<file path="config.mk">
export PLATFORM = sky130hd
export DESIGN_NAME = memtest_bist
export DESIGN_NICKNAME = d
export VERILOG_FILES = /design/src/rtl/memtest_pkg.sv /design/src/rtl/mt_pattern.sv /design/src/rtl/mt_walk.sv /design/src/rtl/mt_err_capture.sv /design/src/rtl/memtest_bist.sv
export SDC_FILE = /design/constraint.sdc
export NUM_CORES = 1
export LEC_CHECK = 0
export ABC_AREA = 1
export BUFFER_PORTS_ARGS = -buffer_cell sky130_fd_sc_hd__buf_2
export CAP_MARGIN = 25
export CORE_UTILIZATION = 50
export CTS_CLUSTER_SIZE = 25
export DETAILED_ROUTE_END_ITERATION = 10
export PLACE_DENSITY = 0.79
export SLEW_MARGIN = 20
export SYNTH_ARGS = -nofsm -noshare
export SYNTH_HDL_FRONTEND = slang
export SYNTH_SLANG_ARGS = --single-unit
</file>
<file path="constraint.sdc">
create_clock -name clk -period 3.68 [get_ports clk]
set_input_delay 0.184 -clock clk [delete_from_list [all_inputs] [get_ports clk]]
set_output_delay 0.184 -clock clk [all_outputs]
set_load 0.02 [all_outputs]
</file>
<file path="src/rtl/memtest_pkg.sv">
// Package: shared state encoding and constants for the memory tester.
// Assumes nothing beyond being compiled before its users.
package memtest_pkg;
    typedef enum logic [2:0] {
        ST_IDLE,
        ST_WRITE,
        ST_RD_ISSUE,
        ST_RD_CHECK,
        ST_HALT
    } mt_state_t;

    localparam logic [7:0] BASE_STEP = 8'd135;
endpackage

</file>
<file path="src/rtl/mt_pattern.sv">
// Test byte generator: hashes an address with the rolling base.
// Assumes 9 <= ADDR_W <= 16 so the high byte is a[ADDR_W-1:8].
module mt_pattern #(
    parameter int ADDR_W = 16
) (
    input  logic [ADDR_W-1:0] addr,
    input  logic [7:0]        base,
    output logic [7:0]        pattern
);
    logic [15:0] wide;
    logic [7:0]  rot;

    // Rotate the low byte left by one, double it, add high byte and base.
    always_comb begin
        wide    = 16'(addr);
        rot     = {wide[6:0], wide[7]};
        pattern = {rot[6:0], 1'b0} + wide[15:8] + base;
    end
endmodule

</file>
<file path="src/rtl/mt_walk.sv">
// Address walker: produces the middle-outward complement-pair sequence
// inside the current block and tracks which block of the run is active.
// Assumes step and adv_blk are never raised together with load.
module mt_walk #(
    parameter int ADDR_W = 16,
    parameter int BLK_W  = 12
) (
    input  logic                    clk,
    input  logic                    rst_n,
    input  logic                    load,
    input  logic [ADDR_W-BLK_W-1:0] cfg_first,
    input  logic [ADDR_W-BLK_W:0]   cfg_cnt,
    input  logic                    step,
    input  logic                    adv_blk,
    output logic [ADDR_W-1:0]       addr,
    output logic [ADDR_W-BLK_W-1:0] blk,
    output logic                    last_loc,
    output logic                    last_blk
);
    localparam int NB_W  = ADDR_W - BLK_W;
    localparam int OFF_W = BLK_W - 1;
    localparam int CNT_W = NB_W + 1;
    localparam logic [OFF_W-1:0] MID = {OFF_W{1'b1}};

    logic [NB_W-1:0]  first_q;
    logic [CNT_W-1:0] cnt_q;
    logic [CNT_W-1:0] idx_q;
    logic [OFF_W-1:0] off_q;
    logic             half_q;

    // Form the address and the end-of-block / end-of-run flags.
    always_comb begin
        blk      = first_q + idx_q[NB_W-1:0];
        addr     = {blk, half_q, (half_q ? ~off_q : off_q)};
        last_loc = half_q && (off_q == '0);
        last_blk = (idx_q == (cnt_q - CNT_W'(1)));
    end

    // Advance the pair index, the half select and the block index.
    always_ff @(posedge clk) begin
        if (!rst_n) begin
            first_q <= '0;
            cnt_q   <= '0;
            idx_q   <= '0;
            off_q   <= MID;
            half_q  <= 1'b0;
        end else if (load) begin
            first_q <= cfg_first;
            cnt_q   <= cfg_cnt;
            idx_q   <= '0;
            off_q   <= MID;
            half_q  <= 1'b0;
        end else begin
            if (step) begin
                if (last_loc) begin
                    off_q  <= MID;
                    half_q <= 1'b0;
                end else if (half_q) begin
                    off_q  <= off_q - OFF_W'(1);
                    half_q <= 1'b0;
                end else begin
                    half_q <= 1'b1;
                end
            end
            if (adv_blk) begin
                idx_q <= last_blk ? '0 : idx_q + CNT_W'(1);
            end
        end
    end

    // the complement of an offset is the very next location.
    a_r2_complement_next: assert property (@(posedge clk) disable iff (!rst_n)
        (step && !half_q && !load) |=>
        (addr[BLK_W-1:0] == ~$past(addr[BLK_W-1:0])));

    // after a complement the pair index drops by one.
    a_r2_descend: assert property (@(posedge clk) disable iff (!rst_n)
        (step && half_q && !last_loc && !load) |=>
        (addr[BLK_W-1:0] == BLK_W'($past(~addr[BLK_W-1:0]) - BLK_W'(1))));

    // the end of a sweep rewinds to the middle of the block.
    a_r3_rewind_mid: assert property (@(posedge clk) disable iff (!rst_n)
        (step && last_loc && !load) |=> (addr[BLK_W-1:0] == {1'b0, MID}));

    // finishing the last block returns to the first block.
    a_r7_back_to_first: assert property (@(posedge clk) disable iff (!rst_n)
        (adv_blk && last_blk && !load) |=> (blk == first_q));
endmodule

</file>
<file path="src/rtl/mt_err_capture.sv">
// Error capture: latches the failing access details on a mismatch.
// Assumes capture is a single-cycle pulse from the controller.
module mt_err_capture #(
    parameter int ADDR_W = 16,
    parameter int NB_W   = 4
) (
    input  logic              clk,
    input  logic              rst_n,
    input  logic              capture,
    input  logic [ADDR_W-1:0] addr,
    input  logic [NB_W-1:0]   blk,
    input  logic [7:0]        exp_byte,
    input  logic [7:0]        got_byte,
    output logic [ADDR_W-1:0] err_addr,
    output logic [NB_W-1:0]   err_blk,
    output logic [7:0]        err_exp,
    output logic [7:0]        err_bits
);
    // Hold the last failure until the next one.
    always_ff @(posedge clk) begin
        if (!rst_n) begin
            err_addr <= '0;
            err_blk  <= '0;
            err_exp  <= '0;
            err_bits <= '0;
        end else if (capture) begin
            err_addr <= addr;
            err_blk  <= blk;
            err_exp  <= exp_byte;
            err_bits <= exp_byte ^ got_byte;
        end
    end
endmodule

</file>
<file path="src/rtl/memtest_bist.sv">
// Memory tester top: sequences write and read sweeps over a run of
// blocks, compares read data, halts on error and resumes on restart.
// Assumes a RAM with exactly one cycle of read latency.
module memtest_bist
    import memtest_pkg::*;
#(
    parameter int ADDR_W = 16,
    parameter int BLK_W  = 12,
    parameter int CYC_W  = 16
) (
    input  logic                    clk,
    input  logic                    rst_n,
    input  logic                    start,
    input  logic                    restart,
    input  logic [ADDR_W-BLK_W-1:0] first_blk,
    input  logic [ADDR_W-BLK_W:0]   blk_count,
    output logic [ADDR_W-1:0]       mem_addr,
    output logic [7:0]              mem_wdata,
    output logic                    mem_we,
    input  logic [7:0]              mem_rdata,
    output logic                    err,
    output logic [ADDR_W-1:0]       err_addr,
    output logic [ADDR_W-BLK_W-1:0] err_blk,
    output logic [7:0]              err_exp,
    output logic [7:0]              err_bits,
    output logic [CYC_W-1:0]        pass_cnt
);
    localparam int NB_W = ADDR_W - BLK_W;

    mt_state_t        state_q, state_d;
    logic [7:0]       base_q;
    logic [CYC_W-1:0] pass_q;
    logic [ADDR_W-1:0] walk_addr;
    logic [NB_W-1:0]  walk_blk;
    logic             last_loc, last_blk;
    logic [7:0]       exp_byte;
    logic             launch, mismatch, advance, step, adv_blk, wrap_pass;

    mt_walk #(.ADDR_W(ADDR_W), .BLK_W(BLK_W)) u_walk (
        .clk(clk), .rst_n(rst_n), .load(launch),
        .cfg_first(first_blk), .cfg_cnt(blk_count),
        .step(step), .adv_blk(adv_blk),
        .addr(walk_addr), .blk(walk_blk),
        .last_loc(last_loc), .last_blk(last_blk)
    );

    mt_pattern #(.ADDR_W(ADDR_W)) u_pat (
        .addr(walk_addr), .base(base_q), .pattern(exp_byte)
    );

    mt_err_capture #(.ADDR_W(ADDR_W), .NB_W(NB_W)) u_cap (
        .clk(clk), .rst_n(rst_n), .capture(mismatch),
        .addr(walk_addr), .blk(walk_blk),
        .exp_byte(exp_byte), .got_byte(mem_rdata),
        .err_addr(err_addr), .err_blk(err_blk),
        .err_exp(err_exp), .err_bits(err_bits)
    );

    // Decode the control events of the current cycle.
    always_comb begin
        launch    = (state_q == ST_IDLE) && start && (blk_count != '0);
        mismatch  = (state_q == ST_RD_CHECK) && (mem_rdata != exp_byte);
        advance   = ((state_q == ST_RD_CHECK) && !mismatch) ||
                    ((state_q == ST_HALT) && restart);
        step      = (state_q == ST_WRITE) || advance;
        adv_blk   = advance && last_loc;
        wrap_pass = adv_blk && last_blk;
    end

    // Next-state selection for the sweep controller.
    always_comb begin
        state_d = state_q;
        unique case (state_q)
            ST_IDLE:     if (launch) state_d = ST_WRITE;
            ST_WRITE:    if (last_loc) state_d = ST_RD_ISSUE;
            ST_RD_ISSUE: state_d = ST_RD_CHECK;
            ST_RD_CHECK: if (mismatch) state_d = ST_HALT;
                         else state_d = last_loc ? ST_WRITE : ST_RD_ISSUE;
            ST_HALT:     if (restart) state_d = last_loc ? ST_WRITE : ST_RD_ISSUE;
            default:     state_d = ST_IDLE;
        endcase
    end

    // State, rolling base and pass counter registers.
    always_ff @(posedge clk) begin
        if (!rst_n) begin
            state_q <= ST_IDLE;
            base_q  <= '0;
            pass_q  <= '0;
        end else begin
            state_q <= state_d;
            if (launch) begin
                base_q <= '0;
                pass_q <= '0;
            end else if (wrap_pass) begin
                base_q <= base_q + BASE_STEP;
                pass_q <= pass_q + CYC_W'(1);
            end
        end
    end

    // Drive the RAM port and status outputs.
    always_comb begin
        mem_addr  = walk_addr;
        mem_wdata = exp_byte;
        mem_we    = (state_q == ST_WRITE);
        err       = (state_q == ST_HALT);
        pass_cnt  = pass_q;
    end

    // an issued read is compared one cycle later at the same address.
    a_r5_read_waits: assert property (@(posedge clk) disable iff (!rst_n)
        (state_q == ST_RD_ISSUE) |=> ((state_q == ST_RD_CHECK) && $stable(mem_addr)));

    // a mismatch halts and records address and differing bits.
    a_r8_capture: assert property (@(posedge clk) disable iff (!rst_n)
        mismatch |=> (err && !mem_we && (err_addr == $past(mem_addr)) &&
                      (err_bits == $past(mem_rdata ^ mem_wdata))));

    // while halted nothing moves.
    a_r8_halt_freeze: assert property (@(posedge clk) disable iff (!rst_n)
        (err && !restart) |=> (err && $stable(mem_addr) && $stable(err_addr) &&
                               $stable(err_bits) && $stable(pass_cnt)));

    // restart leaves the halt and keeps the captured details.
    a_r9_restart_clears: assert property (@(posedge clk) disable iff (!rst_n)
        (err && restart) |=> (!err && $stable(err_addr) && $stable(err_exp)));

    // a completed pass bumps the counter by exactly one.
    a_r7_pass_step: assert property (@(posedge clk) disable iff (!rst_n)
        wrap_pass |=> (pass_cnt == $past(pass_cnt) + CYC_W'(1)));
endmodule

</file>
==> results.toml <==
[run_status]
status = "finished with violations"
violations = "setup timing"

[routing]
drc = 0
wirelength_um = 14810
drt_iter0_markers = 392
route.vias.total = 5283
ant_nets = 0
viasPerCell = 5.626
drtPass1Iterations = 5
drt-wirelength-per-cell_um = 15.78

[floorplanning]
dieWidth_um = 101.6
row_count = 35
start_util_pct = 52.66
die_area_mm2 = 0.01032
fp.coreArea_mm2 = 0.009415
io_pins = 99
die_h_um = 101.6

[power]
vdd_ir_drop_max_v = 0.0003197
sequentialPowerShare_pct = 27.6
p_int_mw = 2.107
p_switching_mw = 1.719
p_clk_share_pct = 19.4
p_leak_nw = 2.865
p_sw_share_pct = 44.92
powerDensity_mw_per_mm2 = 610.9
p_comb_share_pct = 53.0

[setup_path]
r2r_start = "u_walk.half_q"
criticalPathCategory = "register to register"
ff2ff_setup_slack_ns = -0.03
crit_fanout = 7
max_stage_delay_ns = 0.63
startpoint = "u_walk.half_q"
cp.arrival_ns = 3.95
rr_worst_depth = 18
reg2reg_to = "u_cap.err_addr[9]"
cp-end-kind = "register"
critPathRequiredTime_ns = 3.92
critPathLaunchType = "register"
slowest_stage = "fa_2"
timing.critical_path.mode_cell = "nand3_1"
worstPathCellList = "buf_8 -> xnor2_4 -> fa_1 -> inv_1 -> ha_2 -> inv_2 -> fa_2 -> xor2_2 -> nand3_1 -> nor2_1 -> nand3_1 -> nor2_2 -> nand3_1 -> nand2_1 -> inv_4 -> buf_12 -> o21ai_0 -> a21oi_1"
endpoint = "u_cap.err_addr[9]"

[grt]
antenna_found_initial = 0
grt_pass1_wl_um = 21630
grt_util_all_layers_pct = 26.46
grt_max_degree = 54
grt_overflow_total = 0
first_global_vias = 4694

[yosys]
synth_top_family_by_area = "simple AND/OR/NAND/NOR gates"
yosys.area.top_type = "dfxtp_1"
ys_top_cells_by_area = "dfxtp_1, nand2_1, a21oi_1"
synth-adder-area-share_pct = 6.611
synth_xor_area_share_pct = 8.806
synth-compound-area-share_pct = 11.81
synth_top_area_share_pct = 34.32
synth_edf_count = 0
synth_fp_nets = 744
synth_ff_type = "dfxtp_1"
ys_seq_area_share_pct = 34.32
synth_cell_types = 38
synthCells = 701
synthSimpleGateAreaFrac_pct = 28.01
synthArstFlopShare_pct = 0
syn_area_mm2 = 0.004959
postSynthAreaPerCell_um2 = 7.073
synth_mux_area_share_pct = 0
synth-seq-cells = 85
yosys_warnings = 0

[clock_tree]
cts_tree = "done"
clk_pin_slew_ns = 0.08
cts-root-buf = "clkbuf_8"
clock_latency_ns = 0.37
cts.sinks = 85
htree_levels = 3
numCtsBuffers = 9
cts_buffer_depth = 2

[cells_and_area]
nFillCells = 759
num-nets-final = 848
layout-drive-gt1-share_pct = 25.80
syn_to_final_growth_pct = 26.29
mostFrequentLayoutCells = "nand2_1, buf_2, dfxtp_1, inv_1, a21oi_1"
final_common_cell = "nand2_1"
diodes = 0
final_core_util_pct = 66.51

[place]
place_hpwl_um = 9703
gp_congestion = 0.9052
port_buffers = 98
dp_slack_ns = -0.05803

[timing]
tns_ns = -0.02964
setup_viol = 2
rsz0062_at_grt = "true"
post-route-period-util_pct = 100.8
slew_headroom_pct = 35.75
period_minus_slack_ns = 3.709
fmax_ghz = 0.2696
tightest_slew_ns = 0.9566
fin_skew_ns = 0.01461
final-max-slew-violation-count = 0
final-hold-violation-count = 0
setup_slack_ns = -0.02852

[run]
cap_viol_max_count = 0

[hold_path]
hp-class = "primary input to register"
==> synth_stat cells (2+ instances only) <==
library cell,n
xor2_1,26
nand4_1,30
xnor2_1,22
nand3_1,56
o21ai_0,37
clkbuf_1,14
nor2_1,54
ha_1,15
buf_4,5
dfxtp_1,85
nand3b_1,2
fa_1,7
nor3_1,7
nor4_1,3
or2_2,6
buf_2,18
inv_1,78
nor4_2,2
o21ai_1,3
a21oi_1,65
buf_6,2
inv_2,4
a31oi_1,2
nand2_1,143
o211ai_1,2
==> power by group through the flow <==
| stage | Clock, mW | Combinational, mW | Sequential (mW) |
|---|---|---|---|
| after floorplan | 0 | 1.24 | 1.08 |
| after global placement | 0 | 1.75 | 1.06 |
| after detailed placement | 0 | 1.79 | 1.07 |
| after CTS | 0.740 | 1.83 | 1.05 |
| after global routing | 0.781 | 2.21 | 1.07 |
| final | 0.743 | 2.03 | 1.06 |
==> state kept, by name, indices dropped and copies added, names as in the netlist <==
register / flops
base_q: 8
u_walk.off_q: 11
u_cap.err_addr: 12
state_q: 3
u_walk.half_q: 1
u_walk.idx_q: 5
pass_cnt: 16
u_walk.cnt_q: 5
u_walk.first_q: 4
u_cap.err_bits: 8
u_cap.err_blk: 4
u_cap.err_exp: 8
==> worst max-delay path, delay by kind of cell, from the launching register on <==
family,cells,cell delay (ns)
adder cells (fa/ha/maj),3,1.31
AND/OR/NAND/NOR,6,0.70
buffers and inverters,5,0.50
flip-flops,1,0.39
AO/OA/AOI/OAI,2,0.35
XOR/XNOR,2,0.30
==> timing repair <==
action / CTS / global route
gates resized for setup: 11 / 51
pin swaps: 1 / 15
endpoints found under the setup margin: 59 / 73
hold buffers: 0 / 0
gates cloned: 0 / 8
buffers inserted: 0 / 5
==> metrics by stage <==
stage	power (mW)	area, um^2	hold slack (ns)	cells
after floorplan	2.324	4967	0.3227	701
after global placement	2.811	5607	0.4409	910
after detailed placement	2.855	5607	0.4423	910
after CTS	3.619	5876	0.07161	926
after global routing	4.054	6262	0.09386	939
final	3.826	6262	0.08041	939
==> routing by layer <==
layer	vias to the layer above	global-route usage (%)	wire (um)	part of all wire (%)
li1	2485	-	-	-
met1	2477	34.41	6172	42
met2	283	44.02	7065	48
met3	38	3.865	1205	8.1
met4	0	10.81	370	2.5
met5	-	0	0	0
==> area by class of cell <==
class	instances	area, um^2	share of cell area, %
Timing Repair Buffer	133	892.1	14.25
Tap cell	129	161.4	2.577
Multi-Input combinational cell	493	2969	47.41
Sequential cell	85	1710	27.31
Inverter	83	314.1	5.015
Clock inverter	6	87.58	1.399
Clock buffer	10	127.6	2.038
==> worst min-delay path by stage <==
stage | endpoint | start | cells past startpoint | slack, ns
CTS | u_walk.first_q[1] | first_blk[1] | 3 | 0.07
global route | u_walk.first_q[2] | first_blk[2] | 3 | 0.09
floorplan | u_walk.cnt_q[3] | blk_count[3] | 2 | 0.32
finish | u_walk.first_q[1] | first_blk[1] | 3 | 0.08
global placement | u_walk.first_q[1] | first_blk[1] | 3 | 0.44
detailed placement | u_walk.first_q[1] | first_blk[1] | 3 | 0.44
==> logic make-up (layout without fill, tap and decap cells) <==
group	after synthesis	in the layout
AOI/OAI and AO/OA	113	113
xor gates and xnor gates	49	49
adders and majority gates	22	22
buffers and inverters	123	232
DFF	85	85
and+or+nand+nor	309	309
Power figures use the tool's default switching activity.
